$ cat src/rtl/sc_alu_pkg.sv
package sc_alu_pkg;
  localparam int unsigned BF_W = 3;

  typedef enum logic [1:0] {
    OP_SUBF = 2'd0,
    OP_CMP  = 2'd1,
    OP_CMPI = 2'd2,
    OP_RSVD = 2'd3
  } op_e;

  typedef struct packed {
    logic            valid;
    op_e             op;
    logic [BF_W-1:0] bf;
    logic            rc;
    logic            so;
  } ctl_t;

  function automatic logic is_cmp(op_e op);
    return (op == OP_CMP) || (op == OP_CMPI);
  endfunction
endpackage

$ cat src/rtl/sc_alu_in.sv
module sc_alu_in
  import sc_alu_pkg::*;
#(
  parameter int unsigned XLEN  = 64,
  parameter int unsigned IMM_W = 16
) (
  input  logic             clk_i,
  input  logic             rst_ni,
  input  ctl_t             ctl_i,
  input  logic             dword_i,
  input  logic [XLEN-1:0]  a_i,
  input  logic [XLEN-1:0]  b_i,
  input  logic [IMM_W-1:0] imm_i,
  output ctl_t             ctl_o,
  output logic [XLEN-1:0]  opa_o,
  output logic [XLEN-1:0]  opb_o
);
  localparam int unsigned HALF = XLEN / 2;

  logic [XLEN-1:0] imm_ext, a_word, b_word, opa_d, opb_d;

  generate
    if (XLEN > IMM_W) begin : g_imm_ext
      assign imm_ext = {{(XLEN-IMM_W){imm_i[IMM_W-1]}}, imm_i};
    end else begin : g_imm_trunc
      assign imm_ext = imm_i[XLEN-1:0];
    end
  endgenerate

  assign a_word = {{(XLEN-HALF){a_i[HALF-1]}}, a_i[HALF-1:0]};
  assign b_word = {{(XLEN-HALF){b_i[HALF-1]}}, b_i[HALF-1:0]};

  // subtract-from always full width; compares honour the mode bit
  always_comb begin
    opa_d = a_i;
    opb_d = b_i;
    if (is_cmp(ctl_i.op) && !dword_i) begin
      opa_d = a_word;
      opb_d = b_word;
    end
    if (ctl_i.op == OP_CMPI) opb_d = imm_ext;
  end

  always_ff @(posedge clk_i or negedge rst_ni) begin
    if (!rst_ni) begin
      ctl_o <= '0;
      opa_o <= '0;
      opb_o <= '0;
    end else begin
      ctl_o <= ctl_i;
      opa_o <= opa_d;
      opb_o <= opb_d;
    end
  end

  AST_S1_VALID: assert property (@(posedge clk_i) disable iff (!rst_ni)
    ctl_i.valid |=> ctl_o.valid);
  AST_S1_IDLE: assert property (@(posedge clk_i) disable iff (!rst_ni)
    !ctl_i.valid |=> !ctl_o.valid);
endmodule

$ cat src/rtl/sc_alu_main.sv
module sc_alu_main
  import sc_alu_pkg::*;
#(
  parameter int unsigned XLEN = 64
) (
  input  logic            clk_i,
  input  logic            rst_ni,
  input  ctl_t            ctl_i,
  input  logic [XLEN-1:0] opa_i,
  input  logic [XLEN-1:0] opb_i,
  output ctl_t            ctl_o,
  output logic [XLEN-1:0] res_o,
  output logic            neg_o,
  output logic            zero_o
);
  localparam int unsigned SW = XLEN + 1;

  logic [SW-1:0] sum;

  // one bit wider than the operands so compare sign survives overflow
  assign sum = {~opa_i[XLEN-1], ~opa_i} + {opb_i[XLEN-1], opb_i}
             + {{XLEN{1'b0}}, 1'b1};

  always_ff @(posedge clk_i or negedge rst_ni) begin
    if (!rst_ni) begin
      ctl_o  <= '0;
      res_o  <= '0;
      neg_o  <= 1'b0;
      zero_o <= 1'b0;
    end else begin
      ctl_o  <= ctl_i;
      res_o  <= sum[XLEN-1:0];
      neg_o  <= is_cmp(ctl_i.op) ? sum[SW-1] : sum[XLEN-1];
      zero_o <= ~|sum[XLEN-1:0];
    end
  end

  AST_S2_VALID: assert property (@(posedge clk_i) disable iff (!rst_ni)
    ctl_i.valid |=> ctl_o.valid);
  AST_S2_IDLE: assert property (@(posedge clk_i) disable iff (!rst_ni)
    !ctl_i.valid |=> !ctl_o.valid);
  AST_EQUAL_ZERO: assert property (@(posedge clk_i) disable iff (!rst_ni)
    (ctl_i.valid && opa_i == opb_i) |=> zero_o && !neg_o);
endmodule

$ cat src/rtl/sc_alu_out.sv
module sc_alu_out
  import sc_alu_pkg::*;
#(
  parameter int unsigned XLEN = 64
) (
  input  logic            clk_i,
  input  logic            rst_ni,
  input  ctl_t            ctl_i,
  input  logic [XLEN-1:0] res_i,
  input  logic            neg_i,
  input  logic            zero_i,
  output logic            valid_o,
  output logic [XLEN-1:0] diff_o,
  output logic [3:0]      crf_o,
  output logic [BF_W-1:0] bf_o,
  output logic            crf_we_o
);
  logic pos, cmp, hi_bit, mid_bit, we_d;

  assign pos = !neg_i && !zero_i;
  assign cmp = is_cmp(ctl_i.op);

  // B-A sign is reversed against the A-relative compare code: swap here
  assign hi_bit  = cmp ? pos   : neg_i;
  assign mid_bit = cmp ? neg_i : pos;
  assign we_d    = ctl_i.valid && (cmp || (ctl_i.op == OP_SUBF && ctl_i.rc));

  always_ff @(posedge clk_i or negedge rst_ni) begin
    if (!rst_ni) begin
      valid_o  <= 1'b0;
      diff_o   <= '0;
      crf_o    <= '0;
      bf_o     <= '0;
      crf_we_o <= 1'b0;
    end else begin
      valid_o  <= ctl_i.valid;
      diff_o   <= res_i;
      crf_o    <= {hi_bit, mid_bit, zero_i, ctl_i.so};
      bf_o     <= ctl_i.bf;
      crf_we_o <= we_d;
    end
  end

  AST_WE_NEEDS_VALID: assert property (@(posedge clk_i) disable iff (!rst_ni)
    crf_we_o |-> valid_o);
  AST_CMP_WRITES: assert property (@(posedge clk_i) disable iff (!rst_ni)
    (ctl_i.valid && cmp) |=> crf_we_o);
  AST_RSVD_SILENT: assert property (@(posedge clk_i) disable iff (!rst_ni)
    (ctl_i.op == OP_RSVD) |=> !crf_we_o);
  AST_CODE_ONEHOT: assert property (@(posedge clk_i) disable iff (!rst_ni)
    crf_we_o |-> $countones(crf_o[3:1]) == 1);
  AST_BF_THROUGH: assert property (@(posedge clk_i) disable iff (!rst_ni)
    ctl_i.valid |=> bf_o == $past(ctl_i.bf));
  AST_EQ_ZERO_DIFF: assert property (@(posedge clk_i) disable iff (!rst_ni)
    (crf_we_o && crf_o[1]) |-> diff_o == '0);
endmodule

$ cat src/rtl/sc_alu.sv
module sc_alu
  import sc_alu_pkg::*;
#(
  parameter int unsigned XLEN  = 64,
  parameter int unsigned IMM_W = 16
) (
  input  logic             clk_i,
  input  logic             rst_ni,
  input  logic             valid_i,
  input  logic [1:0]       op_i,
  input  logic             dword_i,
  input  logic [XLEN-1:0]  a_i,
  input  logic [XLEN-1:0]  b_i,
  input  logic [IMM_W-1:0] imm_i,
  input  logic [2:0]       bf_i,
  input  logic             rc_i,
  input  logic             so_i,
  output logic             valid_o,
  output logic [XLEN-1:0]  diff_o,
  output logic [3:0]       crf_o,
  output logic [2:0]       bf_o,
  output logic             crf_we_o
);
  ctl_t            ctl_in, ctl_s1, ctl_s2;
  logic [XLEN-1:0] opa_s1, opb_s1, res_s2;
  logic            neg_s2, zero_s2;

  assign ctl_in = '{valid: valid_i, op: op_e'(op_i), bf: bf_i, rc: rc_i, so: so_i};

  sc_alu_in #(.XLEN(XLEN), .IMM_W(IMM_W)) i_in (
    .clk_i   (clk_i),
    .rst_ni  (rst_ni),
    .ctl_i   (ctl_in),
    .dword_i (dword_i),
    .a_i     (a_i),
    .b_i     (b_i),
    .imm_i   (imm_i),
    .ctl_o   (ctl_s1),
    .opa_o   (opa_s1),
    .opb_o   (opb_s1)
  );

  sc_alu_main #(.XLEN(XLEN)) i_main (
    .clk_i  (clk_i),
    .rst_ni (rst_ni),
    .ctl_i  (ctl_s1),
    .opa_i  (opa_s1),
    .opb_i  (opb_s1),
    .ctl_o  (ctl_s2),
    .res_o  (res_s2),
    .neg_o  (neg_s2),
    .zero_o (zero_s2)
  );

  sc_alu_out #(.XLEN(XLEN)) i_out (
    .clk_i    (clk_i),
    .rst_ni   (rst_ni),
    .ctl_i    (ctl_s2),
    .res_i    (res_s2),
    .neg_i    (neg_s2),
    .zero_i   (zero_s2),
    .valid_o  (valid_o),
    .diff_o   (diff_o),
    .crf_o    (crf_o),
    .bf_o     (bf_o),
    .crf_we_o (crf_we_o)
  );
endmodule

$ cat config.mk
export PLATFORM = sky130hd
export DESIGN_NAME = sc_alu
export DESIGN_NICKNAME = d
export VERILOG_FILES = /design/src/rtl/sc_alu_pkg.sv /design/src/rtl/sc_alu_in.sv /design/src/rtl/sc_alu_main.sv /design/src/rtl/sc_alu_out.sv /design/src/rtl/sc_alu.sv
export SDC_FILE = /design/constraint.sdc
export NUM_CORES = 1
export LEC_CHECK = 0
export ABC_AREA = 1
export BUFFER_PORTS_ARGS = -buffer_cell sky130_fd_sc_hd__buf_4
export CAP_MARGIN = 20
export CORE_MARGIN = 8
export CORE_UTILIZATION = 38
export CTS_BUF_LIST = sky130_fd_sc_hd__clkbuf_8
export CTS_CLUSTER_SIZE = 40
export DETAILED_ROUTE_END_ITERATION = 10
export PLACE_DENSITY = 0.61
export RECOVER_POWER = 25
export SKIP_LAST_GASP = 1
export SYNTH_ARGS = -nofsm -noshare
export SYNTH_HDL_FRONTEND = slang
export SYNTH_SLANG_ARGS = --single-unit
$ cat constraint.sdc
create_clock -name clk_i -period 6.9 [get_ports clk_i]
set_input_delay 0.69 -clock clk_i [delete_from_list [all_inputs] [get_ports clk_i]]
set_output_delay 0.69 -clock clk_i [all_outputs]
set_load 0.05 [all_outputs]
==> results by stage, run 1 <==
Global routing:
- The via count of the first global-routing pass is 12500.
- The total routing resource utilization after global routing is 20.3%.
- The pin count of the biggest net entering global routing is 163.
- The residual overflow from global routing is 0.
- The initial antenna violation count is 0.
- The first global-routing pass estimated 70.3 mm of wire.

Logic synthesis:
- Counting instances in the post-synthesis netlist gives the leading cell types as 670 x sky130_fd_sc_hd__nand2_1, 404 x sky130_fd_sc_hd__inv_1, 283 x sky130_fd_sc_hd__dfrtp_1.
- The count of yosys warnings during synthesis is 0.
- The async set-or-reset flop fraction in the synthesized netlist is 100%.
- The share of synthesized area occupied by flip-flops and latches is 47.8%.
- The biggest area contributor in the post-synthesis netlist is sky130_fd_sc_hd__dfrtp_1.
- Synthesis produced a netlist with a net count of 2172.
- The total of flip-flops plus latches after synthesis is 283.
- sky130_fd_sc_hd__nand2_1 is the most common cell in the netlist.
- By area the synthesized netlist is led by sky130_fd_sc_hd__dfrtp_1 48%, sky130_fd_sc_hd__nand2_1 17%, sky130_fd_sc_hd__inv_1 10%, sky130_fd_sc_hd__ha_1 5.6%, sky130_fd_sc_hd__a21oi_1 3.0%.
- The average cell area after synthesis is 7.59 um2.
- In this run the cell area of the synthesized design comes to 0.0148 mm2.
- The number of enable flip-flop cells after synthesis is 0.
- In the synthesized netlist the dominant register cell turns out to be sky130_fd_sc_hd__dfrtp_1.
- The post-synthesis cell count is 1950.
- In this run, distinct cell masters in the synthesized netlist total 35.
- Of the post-synthesis cell area, the dominant cell type holds 47.8%.

Timing:
- Setup repair after global routing left no endpoint under its margin.
- The worst path uses 42.0% of the clock period.
- Across the routed clock network, the largest skew measured is 0.0156 ns.
- The slew of the pin with the lowest slew margin is 0.928 ns.
- The fmax is 345 MHz.
- The total setup violations reported at the end of the flow is 0.
- The final number of max-transition violations is 0.
- The setup total negative slack is 0 ns.
- The worst path in the final design needs a cycle of 2.90 ns, including I/O delays and setup.
- Measured against its own limit, the worst slew margin works out to 38.1%.
- The final hold violation count is 0.

Floorplan:
- The die area is 0.0455 mm2.
- The horizontal extent of the die is 213 um.
- The core region is 0.0386 mm2.
- The I/O pin count is 228.
- In this run the vertical extent of the chip is 213 um.
- The initial core utilization is 38.4%.
- The initialized floorplan defines 72 standard-cell rows.

Clock tree:
- Clock-pin slew was measured on the worst setup and hold paths at 0.06 ns.
- The H-tree generated during clock tree synthesis spans 2 levels.
- TritonCTS built the clock tree.
- The cell sitting at the root of the clock tree is a sky130_fd_sc_hd__clkbuf_8.
- Post-CTS timing repair inserted 0 buffers for setup.
- The number of clock sinks is 283.
- The clock passes through at most 3 buffers.
- After clock tree synthesis, the repair step resized 0 gates.
- The worst-skew pair later-pin latency is 0.61 ns.
- In this run, CTS created clock tree buffers numbering 48.
- Hold repair after CTS inserted 0 buffers.

Pwr:
- The peak supply drop is 0.000131 V.
- In this run the power density over the cells is 297 mW/mm2.
- The leakage power total is 10.3 nW.
- The design draws 0.00537 W.

Worst setup path:
- The critical path is of the flop to flop type.
- Data arrives at the worst endpoint at 3.43 ns.
- The nature of the critical path endpoint is a flop.
- The number of gates on the worst path with buffers counted is 15.
- Data on the critical path is required at its endpoint by 7.43 ns.
- The critical path goes through ha_1 > nand2_1 > inv_1 > nand2_1 > nand2_1 > inv_1 > nand2_1 > nand3b_1 > nand2_1 > nand2_1 > xnor2_1 > nand2_1 > nor2_1 > nand3_1 > nor2_2.
- The critical-path maximum fanout is 5.
- The cell type with the highest occurrence count on the critical path is sky130_fd_sc_hd__nand2_1.
- The most critical setup path has its startpoint at i_in.opb_o[22]$_DFF_PN0_.
- The worst flop-to-flop path endpoint is i_main.zero_o$_DFF_PN0_.
- The critical path contains buffers and inverters numbering 2 combined.
- The kind of launch point of the worst setup path is a flop.
- Following the worst setup path forward leads to its endpoint at i_main.zero_o$_DFF_PN0_.
- The largest single stage delay on the critical path is 0.44 ns.
- Among cell families on the critical path, the largest total delay comes from simple AND/OR/NAND/NOR gates.
- Setup slack on the worst reg-to-reg path comes out at 4.00 ns.
- The startpoint identified for the worst register-to-register timing path is i_in.opb_o[22]$_DFF_PN0_.
- For the worst flop-to-flop path, the logic depth is 15.
- Among all stages on the critical path, the largest delay is contributed by sky130_fd_sc_hd__ha_1.

Routing:
- The count of nets left with antenna violations once routing finished came out at 0.
- For this run, design rule violations remaining after detail routing come to 0.
- The count of TritonRoute iterations in the first routing pass is 5.
- The detailed router finished its first iteration with 715 violations.
- The total detailed-routing wirelength is 45.7 mm.
- Using the TritonRoute via totals, the vias-per-cell ratio works out to 4.53.
- The final route contains 12500 vias.
- In the final routed layout, each cell accounts on average for 16.5 um.

Worst hold path:
- The min-delay analysis places its worst path in the category primary input to async pin.

Layout:
- The area overhead of the layout relative to synthesis is 22.2%.
- The count of nets after finishing is 2430.
- The core utilization of the finished layout is 46.9%.
- The fraction of final layout cells with drive strength greater than 1 is 18.1%.
- The number of filler instances in the final layout is 3950.
- The repair_antennas step left the layout with diodes totalling 0.

Run:
- The number of max-capacitance violations reported is 0.

Place:
- The total half-perimeter wirelength after legalization and detailed placement is 38.6 mm.
- Routability-driven placement finished with a final weighted congestion of 0.949.
- Input and output buffers added on the ports amount to 227.

Status:
- The run finished with clean final reports.
-- state kept, by name (all words and copies together), names as in the netlist --
register and count:
i_main.ctl_o 8, i_in.opa_o 64, i_out.crf_we_o 1, i_out.diff_o 64
i_in.ctl_o 8, i_out.crf_o 4, i_in.opb_o 64, i_main.neg_o 1
i_main.res_o 64, i_out.valid_o 1, i_out.bf_o 3, i_main.zero_o 1
-- area by class of cell --
class | instances | area [um2] | share of cell area [%]
timing repair buffer | 233 | 1810 | 9.98
clock buffer | 57 | 785 | 4.34
multi-input combinational | 1216 | 6040 | 33.4
sequential | 283 | 7080 | 39.1
tap | 518 | 648 | 3.58
clock inverter | 29 | 138 | 0.761
inverter | 426 | 1600 | 8.84
-- power breakdown --
| group | total [W] | switching, W | internal, W |
|---|---|---|---|
| logic | 0.00191 | 0.00136 | 0.000550 |
| registers | 0.00205 | 0.0000889 | 0.00196 |
| clock network | 0.00140 | 0.000649 | 0.000753 |
| total | 0.00537 | 0.00210 | 0.00327 |
-- metal layers --
layer	track usage [%]	vias to the layer above	share of wire, %
met5	0	-	0
met4	4.21	0	1.2
met3	4.08	34	6.3
met2	30.2	333	43
met1	30.1	5785	50
li1	-	6358	-
-- how the worst min path moves through the flow --
| stage | startpoint | endpoint | cells past startpoint |
|---|---|---|---|
| 5_1_grt | valid_i | i_in.ctl_o[7]$_DFF_PN0_ | 1 |
| 3_3_place_gp | i_in.ctl_o[7]$_DFF_PN0_ | i_main.ctl_o[7]$_DFF_PN0_ | 0 |
| 6_report | rst_ni | i_in.opa_o[17]$_DFF_PN0_ | 1 |
| 3_5_place_dp | i_main.res_o[16]$_DFF_PN0_ | i_out.diff_o[16]$_DFF_PN0_ | 0 |
| 4_1_cts | valid_i | i_in.ctl_o[7]$_DFF_PN0_ | 1 |
| 2_1_floorplan | i_in.ctl_o[0]$_DFF_PN0_ | i_main.ctl_o[0]$_DFF_PN0_ | 0 |
-- cell usage in the layout (no fill, tap or decap), types with 3 or more instances in the layout --
cell / synthesis / layout
sky130_fd_sc_hd__dfrtp_1: 283 / 283
sky130_fd_sc_hd__nor2_1: 111 / 110
sky130_fd_sc_hd__buf_4: 0 / 188
sky130_fd_sc_hd__nor3_1: 10 / 10
sky130_fd_sc_hd__nand2_2: 30 / 30
sky130_fd_sc_hd__ha_1: 66 / 65
sky130_fd_sc_hd__inv_1: 404 / 424
sky130_fd_sc_hd__nand3_2: 4 / 4
sky130_fd_sc_hd__clkbuf_4: 0 / 37
sky130_fd_sc_hd__clkbuf_1: 24 / 3
sky130_fd_sc_hd__and2_1: 3 / 3
sky130_fd_sc_hd__nand3b_1: 10 / 10
sky130_fd_sc_hd__o21ai_0: 61 / 61
sky130_fd_sc_hd__a21oi_1: 90 / 90
sky130_fd_sc_hd__nand3_1: 57 / 57
sky130_fd_sc_hd__mux2_2: 15 / 15
sky130_fd_sc_hd__nand2_1: 670 / 670
sky130_fd_sc_hd__xor2_1: 7 / 7
sky130_fd_sc_hd__clkinv_2: 0 / 5
sky130_fd_sc_hd__nor2_2: 26 / 27
sky130_fd_sc_hd__inv_2: 20 / 20
sky130_fd_sc_hd__o21bai_1: 10 / 10
sky130_fd_sc_hd__nand4_1: 14 / 14
sky130_fd_sc_hd__clkbuf_8: 0 / 57
sky130_fd_sc_hd__xnor2_1: 10 / 10
sky130_fd_sc_hd__nor3_2: 9 / 9
-- cell families after synthesis --
| logic type | count (synthesis) | share of synthesized area [%] |
|---|---|---|
| multiplexers | 15 | 1.14 |
| AND/OR/NAND/NOR | 949 | 26.9 |
| flip-flops | 283 | 47.8 |
| buffers and inverters | 451 | 11.4 |
| adder cells (fa/ha/maj) | 67 | 5.71 |
| AO/OA/AOI/OAI | 168 | 5.98 |
| XOR/XNOR | 17 | 1.01 |
-- metrics by stage --
| stage | hold WS, ns | setup slack [ns] | std cells | area [um2] |
|---|---|---|---|---|
| finish | 0.113 | 4.00 | 2762 | 18100 |
| floorplan | 0.331 | 4.69 | 1950 | 14800 |
| global route | 0.165 | 3.76 | 2762 | 18100 |
| CTS | 0.141 | 4.03 | 2761 | 18100 |
| detailed placement | 0.335 | 4.04 | 2675 | 17200 |
| global placement | 0.332 | 3.88 | 2673 | 17100 |
Note: power is estimated with default switching activity, not from simulation.
==> run 2: changes to the inputs <==
--- a/config.mk
+++ b/config.mk
@@ -5,7 +5,7 @@
 export SDC_FILE = /design/constraint.sdc
 export NUM_CORES = 1
 export LEC_CHECK = 0
-export ABC_AREA = 1
+export ABC_AREA = 0
 export BUFFER_PORTS_ARGS = -buffer_cell sky130_fd_sc_hd__buf_4
 export CAP_MARGIN = 20
 export CORE_MARGIN = 8
@@ -13,7 +13,7 @@
 export CTS_BUF_LIST = sky130_fd_sc_hd__clkbuf_8
 export CTS_CLUSTER_SIZE = 40
 export DETAILED_ROUTE_END_ITERATION = 10
-export PLACE_DENSITY = 0.61
+export PLACE_DENSITY = 0.62
 export RECOVER_POWER = 25
 export SKIP_LAST_GASP = 1
 export SYNTH_ARGS = -nofsm -noshare
==> constraint.sdc (replaced) <==
create_clock -name clk_i -period 2.7 [get_ports clk_i]
set_input_delay 0.27 -clock clk_i [delete_from_list [all_inputs] [get_ports clk_i]]
set_output_delay 0.27 -clock clk_i [all_outputs]
set_load 0.05 [all_outputs]
==> run 2 against run 1 <==
  * The run now ends with setup timing left
  * Combinational power grew to 3.5 times the previous value
  * Clock skew grew 0.019 ns
  * Critical path depth shrank 1
  * Hold slack improved by 0.12 ns
  * First-iteration DRC count decreased by 13%
  * Fmax shrank 23%
  * Register-to-register slack got worse by 5.0 ns
  * Clock power grew 140%
  * Core utilization is 16 points higher
  * Routed wire length is 7.9% lower
  * Critical endpoint unchanged
  * Largest power group is now combinational cells
==> results by stage, run 2 <==
Worst setup path:
- The startpoint identified for the worst register-to-register timing path is i_in.opb_o[8]$_DFF_PN0_.
- The reg2reg setup slack is -1.05 ns.
- Of all nets on the critical path, the largest fanout is 3.
- STA classifies the critical path endpoint as a flop.
- For the worst setup path, the data arrival time is 4.25 ns.
- At the worst endpoint, the required time is 3.20 ns.
- The kind of launch point of the worst setup path is a flop.
- The worst setup path is of the flop to flop kind.
- The endpoint identified for the worst register-to-register timing path is i_main.zero_o$_DFF_PN0_.
- The worst register-to-register path has a depth of 14.

Floorplan:
- The horizontal extent of the die is 200 um.
- The initial utilization of the core area, before any placement, comes to 38.6%.
- The die covers 0.0402 mm2.
- The number of standard-cell rows in the floorplan is 67.
- After floorplanning, the core was sized to cover 0.0335 mm2.
- The die is 200 um tall.
- Pin placement for this block handled 228 I/O pins.

Worst hold path:
- The worst hold path belongs to the class primary input to flop.
- The worst hold path begins at imm_i[15].
- The path with the worst hold slack has its endpoint at i_in.opb_o[61]$_DFF_PN0_.
- The worst hold path passes through 4 cells.

Clock tree:
- After clock tree synthesis, the clock-pin slew on the worst setup and hold paths is 0.07 ns.
- The total number of H-tree levels is 2.
- The clock net in this run drives a total of 283 sinks.
- Clock tree synthesis inserted a total of 44 buffers.
- The buffer type at the clock tree root is sky130_fd_sc_hd__clkbuf_8.
- The clock tree from TritonCTS is done.
- The later pin in the worst-skew pair is clocked with a latency of 0.59 ns.
- The number of buffers between clock root and the deepest sink is 3.

Layout:
- In the final layout, flip-flops and latches occupy 0.00708 mm2.
- The core utilization of the finished layout is 62.5%.
- Compared with the post-synthesis result, the final layout area differs by 62.2%.
- The number of filler instances in the final layout is 2782.
- In the layout the commonest cells are 495 x sky130_fd_sc_hd__buf_4, 283 x sky130_fd_sc_hd__dfrtp_1, 152 x sky130_fd_sc_hd__dlygate4sd3_1.
- Of the cells placed in the final design, the portion with a size suffix greater than 1 is 40.6%.
- The multi-input combinational cell area is 0.00622 mm2.
- At the end of the flow, the number of nets in the layout was 2170.
- The library cell used most frequently in the layout, excluding fill and tap cells, is sky130_fd_sc_hd__buf_4.
- Summing all non-filler instances in the final layout gives an area of 0.0210 mm2.

Logic synthesis:
- The fraction of synthesized cell area taken by the top area cell type is 54.8%.
- For this run, the leading register cell type out of synthesis is sky130_fd_sc_hd__dfrtp_1.
- The count of yosys warnings during synthesis is 0.
- The cell area after synthesis is 0.0129 mm2.
- Counting every instance in the synthesized netlist gives 1234.
- Ranked by instance count, the synthesized netlist is headed by 283 x sky130_fd_sc_hd__dfrtp_1, 122 x sky130_fd_sc_hd__a21oi_1, 110 x sky130_fd_sc_hd__nand2_1.
- After synthesis, the cell types taking the most area are sky130_fd_sc_hd__dfrtp_1 55%, sky130_fd_sc_hd__ha_1 6.4%, sky130_fd_sc_hd__a21oi_1 4.7%, sky130_fd_sc_hd__nand2_1 3.2%, sky130_fd_sc_hd__a21o_1 3.1%.
- After synthesis the netlist holds a flip-flop and latch count of 283.
- The count of cell types in the netlist is 79.
- Of all cell types, the one taking the most synthesized area is sky130_fd_sc_hd__dfrtp_1.
- The async set-or-reset flop fraction in the synthesized netlist is 100%.
- The average cell area after synthesis is 10.5 um2.
- The number of enable flip-flop cells after synthesis is 0.
- The share of synthesized area occupied by flip-flops and latches is 54.8%.
- sky130_fd_sc_hd__dfrtp_1 is the most common cell in the netlist.
- The post-synth net total is 1456.

Timing:
- The minimum clock period after layout is 3.75 ns.
- The setup slack after layout is -1.05 ns.
- The total setup violations reported at the end of the flow is 23.
- For the pin with the worst max-slew slack, the measured transition is 1.27 ns.
- Of the available clock period, the critical path in the final layout requires 139%.
- The setup total negative slack is -6.95 ns.
- The final number of max-transition violations is 0.
- On the final layout, the worst hold slack is 0.236 ns.
- The fmax is 267 MHz.
- The clock skew is 0.0349 ns.
- Setup repair after global routing could not meet its margin everywhere.
- The relative slew slack is 15.0%.
- The final hold violation count is 0.

Routing:
- Once detail routing completed, the nets flagged for antenna violations numbered 0.
- Detailed routing inserted a total of 11700 vias.
- After detailed routing, the average wire length per cell comes to 17.4 um.
- Wires add up to 42.1 mm.
- After detailed routing, the number of remaining DRC violations is 0.
- The DRC violation total after the first TritonRoute iteration is 624.
- The via density per instance is 4.84.
- The pre-antenna-repair detailed-routing pass consisted of 5 iterations.

Place:
- The global placement routability congestion is 0.931.
- Detailed placement ended at an HPWL of 31.8 mm.
- The number of buffer cells added on primary ports is 227.
- Summing all placed instances gives a cell area of 0.0174 mm2.

Pwr:
- The analysis attributes to cell leakage a power of 10.1 nW.
- The total power per unit cell area is 738 mW/mm2.
- Overall power consumption after layout is estimated at 0.0155 W.
- IR analysis of the VDD net gives a maximum drop of 0.000595 V.

Status:
- The final reports fail on setup timing.
- The run finished, with violations left.

Global routing:
- The initial antenna violation count is 1.
- The pin count of the biggest net entering global routing is 80.
- The first global-routing pass estimated 68.0 mm of wire.
- The total routing resource utilization after global routing is 20.7%.
- The residual overflow from global routing is 0.
- The via count of the first global-routing pass is 12600.

Run:
- The number of max-capacitance violations reported is 0.
## run 2: cell types whose count changed in the layout (fill, tap and decap cells not counted), sizes merged, moves of 11 or more
cell         change
a21o            +54
a21oi           +34
a31oi           +12
and2            +12
buf            +330
dlygate4sd3    +152
inv            -324
nand2          -590
nand3           -45
nor2            -80
o21ai           +19
or3             +15
xnor2           +17
xor2            +11
## run 2: worst max path at each step
stage	startpoint	endpoint	cells past startpoint
finish	i_in.opb_o[8]$_DFF_PN0_	i_main.zero_o$_DFF_PN0_	14
global placement	i_in.opa_o[1]$_DFF_PN0_	i_main.zero_o$_DFF_PN0_	13
floorplan	i_in.opa_o[27]$_DFF_PN0_	i_main.zero_o$_DFF_PN0_	13
CTS	i_in.opa_o[0]$_DFF_PN0_	i_main.zero_o$_DFF_PN0_	13
global route	i_in.opb_o[8]$_DFF_PN0_	i_main.zero_o$_DFF_PN0_	14
detailed placement	i_in.opa_o[1]$_DFF_PN0_	i_main.zero_o$_DFF_PN0_	13
## run 2: repair_timing
item / in CTS / in global routing
gates cloned: 0 / 0
setup endpoints to repair: 33 / 38
gates resized for setup: 138 / 67
endpoints found under the hold margin: 253 / 0
hold buffers: 152 / 0
pin swaps: 72 / 51
setup buffers: 41 / 15
## run 2: through the flow
step	setup WS, ns	std cells
6_report	-1.05	2424
5_1_grt	-1.22	2424
4_1_cts	-1.06	2413
3_5_place_dp	-1.24	2156
3_3_place_gp	-1.20	2156
2_1_floorplan	-0.638	1234
## run 2: metal layers
metal / routed length, um / track usage, % / vias to the layer above
li1: - / - / 5705
met1: 19400 / 28.4 / 5641
met4: 682 / 5.15 / 0
met3: 2040 / 3.71 / 51
met2: 20000 / 33.7 / 325
met5: 0 / 0 / -
## run 2: layout make-up
type / instances / area share, %
tap: 448 / 2.67
clock inverter: 23 / 0.644
sequential: 283 / 33.8
timing repair buffer: 716 / 28.1
antenna: 1 / 0.0119
multi-input combinational: 797 / 29.6
inverter: 106 / 1.90
clock buffer: 50 / 3.28
## run 2: worst max-delay path: stages, from the launching register on
cell	delay [ns]
sky130_fd_sc_hd__dfrtp_1	0.36
sky130_fd_sc_hd__ha_1	0.32
sky130_fd_sc_hd__a21oi_2	0.18
sky130_fd_sc_hd__buf_4	0.13
sky130_fd_sc_hd__o21ai_0	0.10
sky130_fd_sc_hd__a21oi_2	0.20
sky130_fd_sc_hd__buf_4	0.19
sky130_fd_sc_hd__nand2_1	0.07
sky130_fd_sc_hd__xor2_1	0.15
sky130_fd_sc_hd__or3_1	0.40
sky130_fd_sc_hd__or4_4	0.56
sky130_fd_sc_hd__nor4_4	0.27
sky130_fd_sc_hd__nand4b_1	0.15
sky130_fd_sc_hd__or4_1	0.43
sky130_fd_sc_hd__nor4_2	0.15
## run 2: logic make-up after synthesis
kind of cell / after synthesis / share of synthesized area [%]
AND/OR/NAND/NOR: 317 / 12.4
XOR/XNOR: 45 / 3.05
buffers and inverters: 154 / 4.64
flip-flops: 283 / 54.8
adder cells (fa/ha/maj): 67 / 6.54
AO/OA/AOI/OAI: 348 / 16.9
multiplexers: 20 / 1.73
## run 2: where the power goes
| group | switching (W) | leakage, nW | internal, W |
|---|---|---|---|
| combinational | 0.00376 | 6.35 | 0.00284 |
| clock | 0.00163 | 0.480 | 0.00179 |
| sequential | 0.000337 | 3.31 | 0.00512 |
| total | 0.00573 | 10.1 | 0.00975 |
==> run 3: changes to the inputs <==
--- a/config.mk
+++ b/config.mk
@@ -5,7 +5,7 @@
 export SDC_FILE = /design/constraint.sdc
 export NUM_CORES = 1
 export LEC_CHECK = 0
-export ABC_AREA = 0
+export ABC_AREA = 1
 export BUFFER_PORTS_ARGS = -buffer_cell sky130_fd_sc_hd__buf_4
 export CAP_MARGIN = 20
 export CORE_MARGIN = 8
@@ -13,7 +13,8 @@
 export CTS_BUF_LIST = sky130_fd_sc_hd__clkbuf_8
 export CTS_CLUSTER_SIZE = 40
 export DETAILED_ROUTE_END_ITERATION = 10
-export PLACE_DENSITY = 0.62
+export MAX_ROUTING_LAYER = met4
+export PLACE_DENSITY = 0.63
 export RECOVER_POWER = 25
 export SKIP_LAST_GASP = 1
 export SYNTH_ARGS = -nofsm -noshare
==> constraint.sdc (replaced) <==
create_clock -name clk_i -period 3.4 [get_ports clk_i]
set_input_delay 0.34 -clock clk_i [delete_from_list [all_inputs] [get_ports clk_i]]
set_output_delay 0.34 -clock clk_i [all_outputs]
set_load 0.05 [all_outputs]
==> run 3 against run 2 <==
  * The flow finishes with violations (capacitance limit, slew limit)
  * Fmax rose by 29%
  * Die area rose by 13%
  * Routed wire length rose by 11%
  * Global-route usage rose by 0.93 points
  * Power fell by 28%
  * Hold slack got worse by 0.19 ns
  * First-iteration DRC count rose by 22%
  * Sequential power fell by 24%
==> results by stage, run 3 (synthesis gave the netlist of run 1 again) <==
Routing:
- The DRC violation count after routing is 0.
- The first detailed-routing pass took 5 iterations.
- The post-detailed-route count of antenna-violating nets is 0.
- The via density per instance is 4.53.
- Detailed routing inserted a total of 13000 vias.
- Dividing the detail-routed wire length by the instance count gives 16.3 um.
- For this block, the routed nets add up to 46.9 mm of wire.
- For this block, the initial DRC count from the detailed router was 764.

Clock tree:
- In this run the number of H-tree levels came out at 2.
- The number of CTS-inserted buffers is 45.
- The post-CTS setup repair buffer count is 0.
- The buffer type at the clock tree root is sky130_fd_sc_hd__clkbuf_8.
- The clock tree from TritonCTS is done.
- The post-cts hold buffer count is 122.
- The number of clock sinks is 283.
- For the worst-skew pair, the clock arrives at the later sink with an insertion delay of 0.60 ns.
- No sink is reached through more buffers than the 3 on the longest clock path.
- The number of gates resized after CTS was 0.
- The clock-pin slew reported for the worst setup and hold paths after clock tree synthesis is 0.07 ns.

Timing:
- Setup violations remaining at the end of the flow were counted as 0.
- Once routing completed, OpenROAD measured the worst setup slack at 0.490 ns.
- Headroom to the max-slew limit came out at -63.9%.
- In the finished design, the share of the clock period the worst path needs comes to 85.6%.
- The minimum hold slack is 0.0439 ns.
- The minimum clock period after layout is 2.91 ns.
- For this run, the top clock speed supported by timing is 344 MHz.
- In the final timing run, aggregate negative setup slack is 0 ns.
- Setup repair after global routing left no endpoint under its margin.
- The clock skew is 0.0298 ns.
- The final number of max-transition violations is 95.
- The slew of the pin with the lowest slew margin is 2.46 ns.
- The final hold violation count is 0.

Floorplan:
- The die is 213 um wide.
- The die area is 0.0455 mm2.
- 228 I/O pins were placed.
- The core region is 0.0386 mm2.
- The die boundary height is 213 um.
- In this run the core area contains 72 standard-cell rows.
- The initial core utilization is 38.4%.

Layout:
- In the layout the commonest cells are 670 x sky130_fd_sc_hd__nand2_1, 411 x sky130_fd_sc_hd__inv_1, 283 x sky130_fd_sc_hd__dfrtp_1.
- Of the cells placed in the final design, the portion with a size suffix greater than 1 is 17.7%.
- The count of nets after finishing is 2555.
- The layout has 3775 filler cells.
- 0 antenna diodes ended up in the layout.
- The commonest non-fill, non-tap cell in the layout is sky130_fd_sc_hd__nand2_1.
- The finished cells cover 0.0194 mm2.
- The area overhead of the layout relative to synthesis is 31.1%.

Status:
- The checks that failed: capacitance limit, slew limit.
- The run finished, with violations left.

Global routing:
- The total routing resource utilization after global routing is 21.6%.
- The residual overflow from global routing is 0.
- The initial antenna violation count was 0.
- The via count of the first global-routing pass is 13300.
- The pin count of the biggest net entering global routing is 97.
- The first global-routing pass estimated 73.4 mm of wire.

Worst setup path:
- The class of the most critical setup path is flop to flop.
- On the worst path, the slowest cell contributes a delay of 0.49 ns.
- STA classifies the critical path endpoint as a flop.
- STA classifies the critical path startpoint as a flop.
- The master of the slowest instance on the critical path is sky130_fd_sc_hd__ha_1.
- The cell type with the highest occurrence count on the critical path is sky130_fd_sc_hd__nand2_1.
- The critical path goes through ha_1 > nand2_2 > inv_2 > nand2_2 > nor2_1 > nand4_1 > nand3_1 > nand2_1 > nand2_1 > nand2_1 > nor2_1 > nand2_1 > nor2_1 > nand2_1 > nor2_1 > nand2_1 > nor2_2.
- The kind of cell with the highest combined delay along the critical path is simple AND/OR/NAND/NOR gates.
- The critical-path maximum fanout is 5.
- The number of buffers and inverters on the critical path is 1.
- The data arrival at the endpoint of the critical path is 3.44 ns.
- The critical path data required time is 3.93 ns.

Run:
- The tool flagged a number of max-cap violations equal to 1.

Pwr:
- In this run the static leakage power is 10.8 nW.
- For this design the ratio of total power to cell area is 578 mW/mm2.
- VDD sags by at most 0.000329 V.

Worst hold path:
- The path type of the worst min-delay path is primary input to flop.

Place:
- Routability-driven placement finished with a final weighted congestion of 0.933.
- The total half-perimeter wirelength after legalization and detailed placement is 38.7 mm.
- Once placement finished, the instance area stood at 0.0172 mm2.
- Timing analysis after detailed placement gives a worst setup slack of 0.508 ns.
- The number of buffer cells added on primary ports is 227.
-- run 3: where the power goes --
group | internal, W | total [W] | switching (W)
logic | 0.00122 | 0.00399 | 0.00277
registers | 0.00398 | 0.00416 | 0.000179
clock network | 0.00176 | 0.00306 | 0.00129
-- run 3: cell type report --
| class | instances | area [um2] | share of cell area [%] |
|---|---|---|---|
| tap | 518 | 648 | 3.34 |
| inverter | 426 | 1600 | 8.24 |
| clock inverter | 13 | 93.8 | 0.484 |
| multi-input combinational | 1216 | 6040 | 31.1 |
| timing repair buffer | 361 | 3050 | 15.7 |
| sequential | 283 | 7080 | 36.5 |
| clock buffer | 65 | 895 | 4.61 |
-- run 3: stage by stage --
stage,total power [W],instances,utilization [%]
finish,0.0112,2882,50.3
global route,0.0119,2882,50.3
CTS,0.0113,2881,50.3
detailed placement,0.00810,2681,44.6
global placement,0.00808,2681,44.6
floorplan,0.00665,1950,-
-- run 3: path summary, 6_finish.rpt --
kind | depth (start not counted) | from | slack, ns | to
min reg2reg | 0 | i_main.ctl_o[0]$_DFF_PN0_ | 0.34 | i_out.crf_o[0]$_DFF_PN0_
max reg2reg | 17 | i_in.opb_o[18]$_DFF_PN0_ | 0.49 | i_main.zero_o$_DFF_PN0_
max in group asynchronous | 3 | rst_ni | 0.87 | i_out.diff_o[30]$_DFF_PN0_
min in group asynchronous | 2 | rst_ni | 1.04 | i_in.opa_o[15]$_DFF_PN0_
max | 17 | i_in.opb_o[18]$_DFF_PN0_ | 0.49 | i_main.zero_o$_DFF_PN0_
min | 3 | a_i[32] | 0.04 | i_in.opa_o[32]$_DFF_PN0_
-- run 3: worst reg2reg max path, delay by kind of cell, from the launching register on --
family,cells,cell delay [ns]
adder cells (fa/ha/maj),1,0.49
buffers and inverters,1,0.09
flip-flops,1,0.37
AND/OR/NAND/NOR,15,1.91
-- run 3: routing by layer --
layer  track usage, %  vias to the layer above  part of all wire, %
li1                 -                     6614                    -
met4             5.46                        0                  1.8
met1             31.2                     6064                   50
met5                -                        -                    0
met3             2.60                       53                  4.9
met2             32.2                      312                   44
